## src/rtl/usb_irq_pkg.sv

```systemverilog
package usb_irq_pkg;

  // flag indices
  localparam int NFLAG  = 3;
  localparam int F_TX   = 0;
  localparam int F_EOP  = 1;
  localparam int F_RES  = 2;

  // enable indices
  localparam int NEN    = 2;
  localparam int E_TX   = 0;
  localparam int E_EOP  = 1;

  // bit position of flag i (and of its clear bit): 7, 6, 5
  function automatic int flag_bit(input int i);
    return 7 - i;
  endfunction

  // bit position of enable e: 3, 2
  function automatic int en_bit(input int e);
    return 3 - e;
  endfunction

endpackage

```

## src/rtl/usb_irq_flag.sv

```systemverilog
module usb_irq_flag (
  input  logic clk,
  input  logic rst,
  input  logic set_i,
  input  logic clr_i,
  output logic q_o
);

  // set has priority over clear so no event is lost
  always_ff @(posedge clk) begin
    if (rst)        q_o <= 1'b0;
    else if (set_i) q_o <= 1'b1;
    else if (clr_i) q_o <= 1'b0;
  end

endmodule

```

## src/rtl/usb_irq_bus.sv

```systemverilog
module usb_irq_bus
  import usb_irq_pkg::*;
#(
  parameter int            AW       = 8,
  parameter int            DW       = 8,
  parameter logic [AW-1:0] REG_ADDR = 8'h3A
) (
  input  logic [AW-1:0]    bus_addr,
  input  logic             bus_wr,
  input  logic             bus_rd,
  input  logic [DW-1:0]    bus_wdata,
  output logic [NFLAG-1:0] clr_o,
  output logic             en_we_o,
  output logic [NEN-1:0]   en_wdata_o,
  output logic             rd_hit_o
);

  logic hit;
  assign hit      = (bus_addr == REG_ADDR);
  assign en_we_o  = bus_wr && hit;
  assign rd_hit_o = bus_rd && hit;

  for (genvar i = 0; i < NFLAG; i++) begin : g_clr
    assign clr_o[i] = en_we_o && bus_wdata[flag_bit(i)];
  end

  for (genvar e = 0; e < NEN; e++) begin : g_en
    assign en_wdata_o[e] = bus_wdata[en_bit(e)];
  end

endmodule

```

## src/rtl/usb_irq_reg.sv

```systemverilog
module usb_irq_reg
  import usb_irq_pkg::*;
#(
  parameter int            AW       = 8,
  parameter int            DW       = 8,
  parameter logic [AW-1:0] REG_ADDR = 8'h3A
) (
  input  logic          clk,
  input  logic          rst,
  input  logic [AW-1:0] bus_addr,
  input  logic          bus_wr,
  input  logic          bus_rd,
  input  logic [DW-1:0] bus_wdata,
  output logic [DW-1:0] bus_rdata,
  input  logic          tx_ack_evt,
  input  logic          eop_evt,
  input  logic          line_act,
  input  logic          suspend,
  output logic          irq_o,
  output logic          wake_o,
  output logic          nak_in_o
);

  logic [NFLAG-1:0] set_v;
  logic [NFLAG-1:0] clr_v;
  logic [NFLAG-1:0] flag_q;
  logic [NEN-1:0]   en_q;
  logic [NEN-1:0]   en_wdata;
  logic             en_we;
  logic             rd_hit;
  logic [DW-1:0]    rd_val;
  logic             irq_d;

  usb_irq_bus #(.AW(AW), .DW(DW), .REG_ADDR(REG_ADDR)) bus_i (
    .bus_addr   (bus_addr),
    .bus_wr     (bus_wr),
    .bus_rd     (bus_rd),
    .bus_wdata  (bus_wdata),
    .clr_o      (clr_v),
    .en_we_o    (en_we),
    .en_wdata_o (en_wdata),
    .rd_hit_o   (rd_hit)
  );

  // event sources; resume is gated by suspend
  assign set_v[F_TX]  = tx_ack_evt;
  assign set_v[F_EOP] = eop_evt;
  assign set_v[F_RES] = line_act && suspend;

  for (genvar i = 0; i < NFLAG; i++) begin : g_flag
    usb_irq_flag flag_i (
      .clk   (clk),
      .rst   (rst),
      .set_i (set_v[i]),
      .clr_i (clr_v[i]),
      .q_o   (flag_q[i])
    );
  end

  always_ff @(posedge clk) begin
    if (rst)        en_q <= '0;
    else if (en_we) en_q <= en_wdata;
  end

  always_comb begin
    rd_val = '0;
    for (int i = 0; i < NFLAG; i++) rd_val[flag_bit(i)] = flag_q[i];
    for (int e = 0; e < NEN; e++)   rd_val[en_bit(e)]   = en_q[e];
  end

  assign irq_d = (flag_q[F_TX] && en_q[E_TX]) || (flag_q[F_EOP] && en_q[E_EOP]);

  always_ff @(posedge clk) begin
    if (rst) begin
      bus_rdata <= '0;
      irq_o     <= 1'b0;
    end else begin
      bus_rdata <= rd_hit ? rd_val : '0;
      irq_o     <= irq_d;
    end
  end

  assign nak_in_o = flag_q[F_TX];
  assign wake_o   = flag_q[F_RES];

endmodule

```

## config.mk

```make
export PLATFORM = sky130hd
export DESIGN_NAME = usb_irq_reg
export DESIGN_NICKNAME = d
export VERILOG_FILES = /design/src/rtl/usb_irq_pkg.sv /design/src/rtl/usb_irq_flag.sv /design/src/rtl/usb_irq_bus.sv /design/src/rtl/usb_irq_reg.sv
export SDC_FILE = /design/constraint.sdc
export NUM_CORES = 1
export LEC_CHECK = 0
export ABC_AREA = 1
export BUFFER_PORTS_ARGS = -buffer_cell sky130_fd_sc_hd__buf_4
export CAP_MARGIN = 20
export CORE_AREA = 2 2 39 41
export DETAILED_ROUTE_END_ITERATION = 7
export DIE_AREA = 0 0 41 43
export GPL_TIMING_DRIVEN = 0
export PLACE_DENSITY = 0.75
export RECOVER_POWER = 25
export SLEW_MARGIN = 20
export SYNTH_ARGS = -nofsm -noshare
export SYNTH_HDL_FRONTEND = slang
export SYNTH_HIERARCHICAL = 1
export SYNTH_SLANG_ARGS = --single-unit
```

## constraint.sdc

```tcl
create_clock -name clk -period 1.6 [get_ports clk]
set_clock_uncertainty 0.2 [all_clocks]
set_input_delay 0.08 -clock clk [delete_from_list [all_inputs] [get_ports clk]]
set_output_delay 0.08 -clock clk [all_outputs]
set_load 0.01 [all_outputs]
```

## After elaboration in Yosys (flattened, before gate mapping)

Cells that the tools add are included.

- Input bits: 24
- Logic and storage cells: 28
- Bits in latches: 0
- Bits in read-only memories: 0
- Bits in writable memories: 0
- Memories: 0
- Output and inout bits: 11
- Bits in registers: 14

- Equality and inequality tests: 1
- $add $sub $neg: 0
- Reduce and logical (&&, ||, !) cells: 13
- Div/mod/pow operators: 0
- Shifts and indexed selects: 0
- Mux-type cells: 6
- $mul: 0
- Bitwise operators: 1
- $lt $le $gt $ge: 0

Operator list:

| operator | count |
|---|---|
| 8-bit by 6-bit == test with 1-bit output (second input constant) | 1 |
| 1-bit logical AND | 8 |
| 1-bit 2-to-1 mux | 6 |
| 2-bit nonzero test | 3 |
| 2-bit OR reduction | 1 |
| 1-bit logical OR | 1 |
| 1-bit inverter | 1 |

## Longest topological paths before layout

Gate-level depths: netlist of the first run.

- Word-level depth: 5
- Gate-level depth with buffers: 8
- Gate-level depth less buffers: 8

## By module

The synthesis of the first run kept the hierarchy.

Modules (own cells, without submodules):

| module | cells an instance | area each (um^2) | instances | seq. area each (um^2) |
|---|---|---|---|---|
| usb_irq_reg | 39 | 291.5 | 1 | 160.2 |
| usb_irq_flag | 5 | 40.0 | 3 | 20.0 |
| usb_irq_bus | 21 | 101.3 | 1 | 0.0 |

## Least setup slack after synthesis of the first run

Ideal clock, no wire load.

- Path type: input-to-reg
- From: in bus_addr[2]
- To: reg en_q[0]
- Path slack: 697 ps
- Required time: 1287 ps
- Buffers on the path: 0
- Setup time: 113 ps
- Stages: 8
- Arrival time: 590 ps
- Cells stage by stage: inv_1 > nand2_1 > nor2_2 > nand3_2 > inv_1 > nand2_1 > nand2_1 > nor2_1

- Longest elaborated chain between the ends: 2

Ends and longest elaborated chain:

| what | line | RTL |
|---|---|---|
| start: declaration | usb_irq_reg.sv:10 | `input logic [AW-1:0] bus_addr,` |
| 8-bit by 6-bit == test with 1-bit output | usb_irq_bus.sv:19 | `assign hit = (bus_addr == REG_ADDR);` |
| 1-bit logical AND | usb_irq_bus.sv:20 | `assign en_we_o = bus_wr && hit;` |
| net en_we | usb_irq_reg.sv:29 | `logic en_we;` |
| end signal: assignment | usb_irq_reg.sv:62 | `else if (en_we) en_q <= en_wdata;` |
| end: declaration | usb_irq_reg.sv:27 | `logic [NEN-1:0] en_q;` |

The timed path passes the listed nets, and every way through them passes these cells.
A chain may end at the register's enable or synchronous reset.

## Final worst setup path of the first run

- From: in rst
- To: reg g_flag[0].flag_i.q_o

RTL lines:

| what | line | RTL |
|---|---|---|
| start: declaration | usb_irq_reg.sv:9 | `input logic rst,` |
| end signal: assignment | usb_irq_flag.sv:11 | `if (rst) q_o <= 1'b0;` |
| end signal: assignment | usb_irq_flag.sv:12 | `else if (set_i) q_o <= 1'b1;` |
| end signal: assignment | usb_irq_flag.sv:13 | `else if (clr_i) q_o <= 1'b0;` |
| end: declaration | usb_irq_flag.sv:6 | `output logic q_o` |

No word-level cell between the ends.

==> results of run 1 <==
-- power by group through the flow --
stage               clock network [mW]  logic [mW]  registers (mW)
floorplan                            0      0.0345           0.291
global placement                     0      0.0776           0.290
detailed placement                   0      0.0791           0.290
CTS                              0.187      0.0949           0.284
global route                     0.198       0.103           0.284
finish                           0.182      0.0928           0.284
-- repair_timing --
item | in CTS | in global routing
setup endpoints to repair | 0 | 1
hold buffers | 8 | 0
endpoints found under the hold margin | 11 | 0
-- worst min-delay path: stages --
cell and delay [ns]:
buf_4 0.10, nand2_1 0.05, inv_1 0.03, inv_1 0.05, a21oi_2 0.05
-- metal layers --
metal	up-vias	track usage
met3	0	0.0157
met2	22	0.228
met4	0	0.0600
li1	277	-
met5	-	0
met1	214	0.149
-- synth_stat cells --
library cell	n	area [um^2]
dfxtp_1	11	220
nand2_1	14	52.6
nand3_2	1	10.0
a21oi_1	1	5.00
inv_2	1	3.75
nand2_2	1	6.26
nor2_1	12	45.0
a21oi_2	3	26.3
conb_1	1	3.75
buf_4	5	37.5
and3_2	1	7.51
nor2_2	2	12.5
inv_1	22	82.6
-- layout make-up --
class / count / area, um^2 / area share
plain buffers: 5 / 37.5 / 0.0453
well taps: 16 / 20.0 / 0.0242
flip-flops and latches: 11 / 220 / 0.266
clock buffers: 4 / 26.3 / 0.0317
inverters: 23 / 86.3 / 0.104
multi-input cells: 38 / 176 / 0.213
repair buffers: 33 / 262 / 0.316
-- state kept, by name, summed over array words and instances, names as in the netlist --
name	cells
g_flag.flag_i/q_o	3
irq_o	1
en_q	2
bus_rdata	5
-- stage by stage --
| stage | utilization | setup slack (ns) |
|---|---|---|
| 4_1_cts | 0.608 | 0.0960 |
| 5_1_grt | 0.599 | 0.120 |
| 2_1_floorplan | - | 0.697 |
| 6_report | 0.599 | 0.201 |
| 3_5_place_dp | 0.532 | 0.496 |
| 3_3_place_gp | 0.532 | 0.505 |
-- how the worst max path moves through the flow --
| stage | to | slack [ns] | cells past startpoint |
|---|---|---|---|
| final | g_flag[0].flag_i/q_o | 0.20 | 4 |
| after global routing | g_flag[0].flag_i/q_o | 0.12 | 10 |
| after CTS | g_flag[2].flag_i/q_o | 0.1 | 7 |
| after detailed placement | en_q[1] | 0.50 | 9 |
| after global placement | en_q[1] | 0.50 | 9 |
| after floorplan | en_q[0] | 0.70 | 8 |
-- cell families after synthesis --
group           after synthesis  share of synthesized area
compound gates                4                     0.0610
flops                        11                      0.429
other cells                   1                    0.00731
simple gates                 31                      0.261
buf+inv                      28                      0.241
==> qor.yml, run 1 <==
ys_seq_area_frac: 0.429
min_path_cells: 5
io_buffer_count: 26
drt_iter0_drc: 2
setup_tns_ns: 0
firstDrtPassIters: 2
slowest_delay_ns: 0.54
fp.dieW_um: 41
syn_area_um2: 513
power_leakage_nw: 0.449
worstHoldPathType: "primary input to register"
ys_types: 13
route.met3.wl_um: 77
cp_data_required_time_ns: 1.61
hold_viol_final: 1
hold_ws_ns: -0.0437
first_global_vias: 428
reg2reg_from: "g_flag[0].flag_i/q_o"
p_total_mw: 0.558
wl_per_cell_um: 7.80
clkTransAtPathRegs_ns: 0.07
startpoint: "rst"
route.met2.wl_um: 567
synthToLayoutAreaGrowth_pct: 61.5
top_layer: "met3"
internal-power_mw: 0.436
io_pins: 35
arrival_ns: 1.41
failed_checks: "hold timing"
die_area_mm2: 0.00176
fmax_mhz: 715
tritoncts: "built"
layout_common_cells: "buf_4, inv_1, nand2_1"
track_usage: 0.132
numClockSinks: 11
grt-ovfl-total: 0
worst_hold_startpoint: "line_act"
power_density_mw_per_mm2: 674
critPathMaxFanout: 5
clk_path_buf_depth: 2
postRouteAntennaNets: 0
synth_cells: 75
maxCapViolCount: 0
placed_area_um2: 736
period_share: 0.874
pwr-share-clk: 0.325
htree_levels: 1
syn_avg_cell_area_um2: 6.84
rows: 14
antenna_found_initial: 0
max-vdd-ir-drop_v: 0.000252
r2r_end: "g_flag[0].flag_i/q_o"
fin_nets: 139
root_buffer: "clkbuf_4"
avgViaCountPerCell: 3.95
globalplace.congestion: 0.629
core_area_mm2: 0.00138
rsz0062_at_grt: "no"
grt_pass1_wl_um: 1610
cts_resized: 0
die_h_um: 43
fin_area_um2: 828
cp_slowest_cell: "dlygate4sd3_1"
critPathCaptureType: "register"
clk_latency_ns: 0.26
drc: 0
hpwl_um: 805
cts_setup_buffers: 0
crit_top_cell: "dlygate4sd3_1"
route.layer.met1.wl_um: 369
dp_cells: 119
p_seq_frac: 0.508
setup_viol: 0
routed-via-count: 513
p_switching_mw: 0.122
drive_above_1_share: 0.360
path_cells: "dlygate4sd3_1, buf_4, a21oi_2, dlygate4sd3_1"
power_frac_comb: 0.166
stdcell_count: 130
start_util: 0.371
maxSlewViolCount: 0
synth-seq-cells: 11
ff2ff_setup_slack_ns: 0.23
hold-path-endpoint: "g_flag[2].flag_i/q_o"
n_antenna_cell: 0
drt-total-wl_um: 1010
critical_path_buf_inv_count: 3
grt_max_degree: 7
crit_type: "primary input to register"
fill_cells: 145
yosysWarningCount: 6
status: "finished with violations"
start_kind: "primary input"
ff2ff_path_depth: 3
period_minus_slack_ns: 1.40
path_delay_family: "buffers and inverters"
final_common_cell: "buf_4"
swShare: 0.219
cts_made_buffers: 3
Power figures use the tool's default switching activity.
==> run 2, diff against run 1 <==
--- a/config.mk
+++ b/config.mk
@@ -8,11 +8,11 @@
 export ABC_AREA = 1
 export BUFFER_PORTS_ARGS = -buffer_cell sky130_fd_sc_hd__buf_4
 export CAP_MARGIN = 20
-export CORE_AREA = 2 2 39 41
+export CORE_MARGIN = 2
+export CORE_UTILIZATION = 35
 export DETAILED_ROUTE_END_ITERATION = 7
-export DIE_AREA = 0 0 41 43
 export GPL_TIMING_DRIVEN = 0
-export PLACE_DENSITY = 0.75
+export PLACE_DENSITY = 0.72
 export RECOVER_POWER = 25
 export SLEW_MARGIN = 20
 export SYNTH_ARGS = -nofsm -noshare
==> constraint.sdc (replaced) <==
create_clock -name clk -period 1.2 [get_ports clk]
set_clock_uncertainty 0.2 [all_clocks]
set_input_delay 0.06 -clock clk [delete_from_list [all_inputs] [get_ports clk]]
set_output_delay 0.06 -clock clk [all_outputs]
set_load 0.01 [all_outputs]
==> run 2 against run 1 <==
The flow now finishes without violations; sequential share of layout area is 0.67 points lower; highest routed layer is now met4; critical path type is now register to output port; largest power group unchanged; global-route usage hardly changed; power is 35% higher; sequential cell count stayed put; first-iteration DRC count is 50% higher.
==> qor.yml, run 2 (synthesized netlist as in run 1, its figures left out) <==
pwr-share-clk: 0.321  # -0.004
period_minus_slack_ns: 1.05
cp_data_required_time_ns: 0.94  # -0.67 ns
die_h_um: 42.3  # -1.7%
clkTransAtPathRegs_ns: 0.07  # about the same
setup_viol: 0  # unchanged
rows: 13  # -1
route.met2.wl_um: 493  # -13%
power_frac_comb: 0.175  # +0.009
cts_resized: 0  # unchanged
wl_per_cell_um: 7.48  # -4.0%
antenna_found_initial: 0  # unchanged
avgViaCountPerCell: 3.92  # -0.75%
fmax_mhz: 954
grt_pass1_wl_um: 1740  # +7.7%
cts_setup_buffers: 0  # unchanged
postRouteAntennaNets: 0  # unchanged
reg_top3: "bus_rdata: 5 flops, g_flag.flag_i/q_o: 3 flops, en_q: 2 flops"
n_antenna_cell: 0  # unchanged
cp_slowest_cell: "dfxtp_1"
clk_latency_ns: 0.26  # about the same
status: "finished, final reports clean"
hold-path-endpoint: "bus_rdata[6]"
dp_cells: 118  # -0.84%
core_area_mm2: 0.00133  # -3.6%
path_cells: "buf_4"
htree_levels: 1  # unchanged
drt_iter0_drc: 3  # +1
reg2reg_from: "g_flag[0].flag_i/q_o"
die_area_mm2: 0.00179  # +1.4%
drc: 0  # unchanged
slowest_delay_ns: 0.39  # -0.15 ns
io_buffer_count: 26  # unchanged
min_path_cells: 4  # -1
worstHoldPathType: "primary input to register"
maxSlewViolCount: 0  # unchanged
layout_common_cells: "buf_4, inv_1, nand2_1"
tritoncts: "built"
setup_tns_ns: 0  # unchanged
arrival_ns: 0.79  # -0.62 ns
p_switching_mw: 0.163  # +34%
power_leakage_nw: 0.451  # +0.48%
maxCapViolCount: 0  # unchanged
route.met3.wl_um: 100  # +30%
first_global_vias: 425  # -0.70%
worst_hold_startpoint: "bus_rd"
fp.dieW_um: 42.3  # +3.1%
clk_path_buf_depth: 2  # unchanged
firstDrtPassIters: 3  # +1
critPathMaxFanout: 4  # -1
routed-via-count: 517  # +0.78%
drive_above_1_share: 0.342  # -0.0178
power_density_mw_per_mm2: 884  # +31%
globalplace.congestion: 0.689  # +9.5%
io_pins: 35  # unchanged
grt_max_degree: 7  # unchanged
track_usage: 0.132  # -0.000298
root_buffer: "clkbuf_4"
crit_type: "register to output port"
p_seq_frac: 0.505  # -0.003
max-vdd-ir-drop_v: 0.000384  # +53%
period_share: 0.874
r2r_end: "g_flag[0].flag_i/q_o"
numClockSinks: 11  # unchanged
hpwl_um: 749  # -6.9%
drt-total-wl_um: 988  # -2.6%
fin_nets: 142  # +2.2%
grt-ovfl-total: 0  # unchanged
synthToLayoutAreaGrowth_pct: 65.6
start_kind: "register"
start_util: 0.385  # +0.0139
hold_viol_final: 0  # -1
final_common_cell: "buf_4"
largest-register: "bus_rdata"
rsz0062_at_grt: "no"
cts_made_buffers: 3  # unchanged
top_layer: "met4"
ff2ff_path_depth: 2  # -1
path_delay_family: "flip-flops"
route.layer.met1.wl_um: 384  # +4.1%
internal-power_mw: 0.587  # +35%
ff2ff_setup_slack_ns: 0.35  # +0.12 ns
stdcell_count: 132  # +1.5%
critPathCaptureType: "output port"
largest_reg_flops: 5  # unchanged
critical_path_buf_inv_count: 1  # -2
swShare: 0.218  # -0.000860
==> run 2: cell types whose count changed in the layout (fill, tap and decap cells not counted), sizes merged <==
cell,change
buf,-1
clkbuf,+1
dlygate4sd3,+3
==> run 2: area by class of cell <==
cell class              instances  area (um^2)
clock buffers                   4         26.3
repair buffers                 36          284
fillers                       136          484
plain buffers                   5         37.5
inverters                      23         86.3
flip-flops and latches         11          220
well taps                      15         18.8
multi-input cells              38          176
==> run 2: worst max-delay path by stage <==
stage	start	to	slack (ns)	cells past startpoint
floorplan	bus_addr[2]	en_q[1]	0.32	8
global placement	bus_addr[2]	en_q[1]	0.12	9
detailed placement	bus_addr[2]	en_q[1]	0.11	9
CTS	g_flag[0].flag_i/q_o	nak_in_o	0.14	1
global route	bus_wdata[7]	g_flag[0].flag_i/q_o	0.09	7
finish	g_flag[0].flag_i/q_o	nak_in_o	0.15	1
==> run 2: routing by layer <==
metal,GRT usage,vias to the layer above
met1,0.135,208
met3,0.0647,2
met2,0.225,24
met5,0,-
li1,-,283
met4,0.0563,0
==> run 2: timing repair <==
action / 4_1_cts / 5_1_grt
setup endpoints to repair: 0 / 0
hold endpoints to repair: 11 / 0
hold buffers: 10 / 0
==> run 2: power groups by stage <==
stage | registers, mW | clock network, mW | logic, mW
3_3_place_gp | 0.387 | 0 | 0.104
3_5_place_dp | 0.387 | 0 | 0.106
2_1_floorplan | 0.388 | 0 | 0.0460
6_report | 0.379 | 0.241 | 0.131
5_1_grt | 0.380 | 0.268 | 0.147
4_1_cts | 0.379 | 0.248 | 0.131
==> run 2: per-stage QoR <==
step | total power [mW] | hold WS (ns) | area [um^2] | util | setup slack, ns
finish | 0.751 | 0.0479 | 850 | 0.637 | 0.151
global route | 0.794 | 0.0570 | 850 | 0.637 | 0.0938
CTS | 0.758 | 0.0503 | 861 | 0.645 | 0.143
detailed placement | 0.493 | 0.0806 | 734 | 0.551 | 0.105
global placement | 0.490 | 0.0782 | 734 | 0.551 | 0.116
floorplan | 0.434 | -0.0776 | 520 | - | 0.317
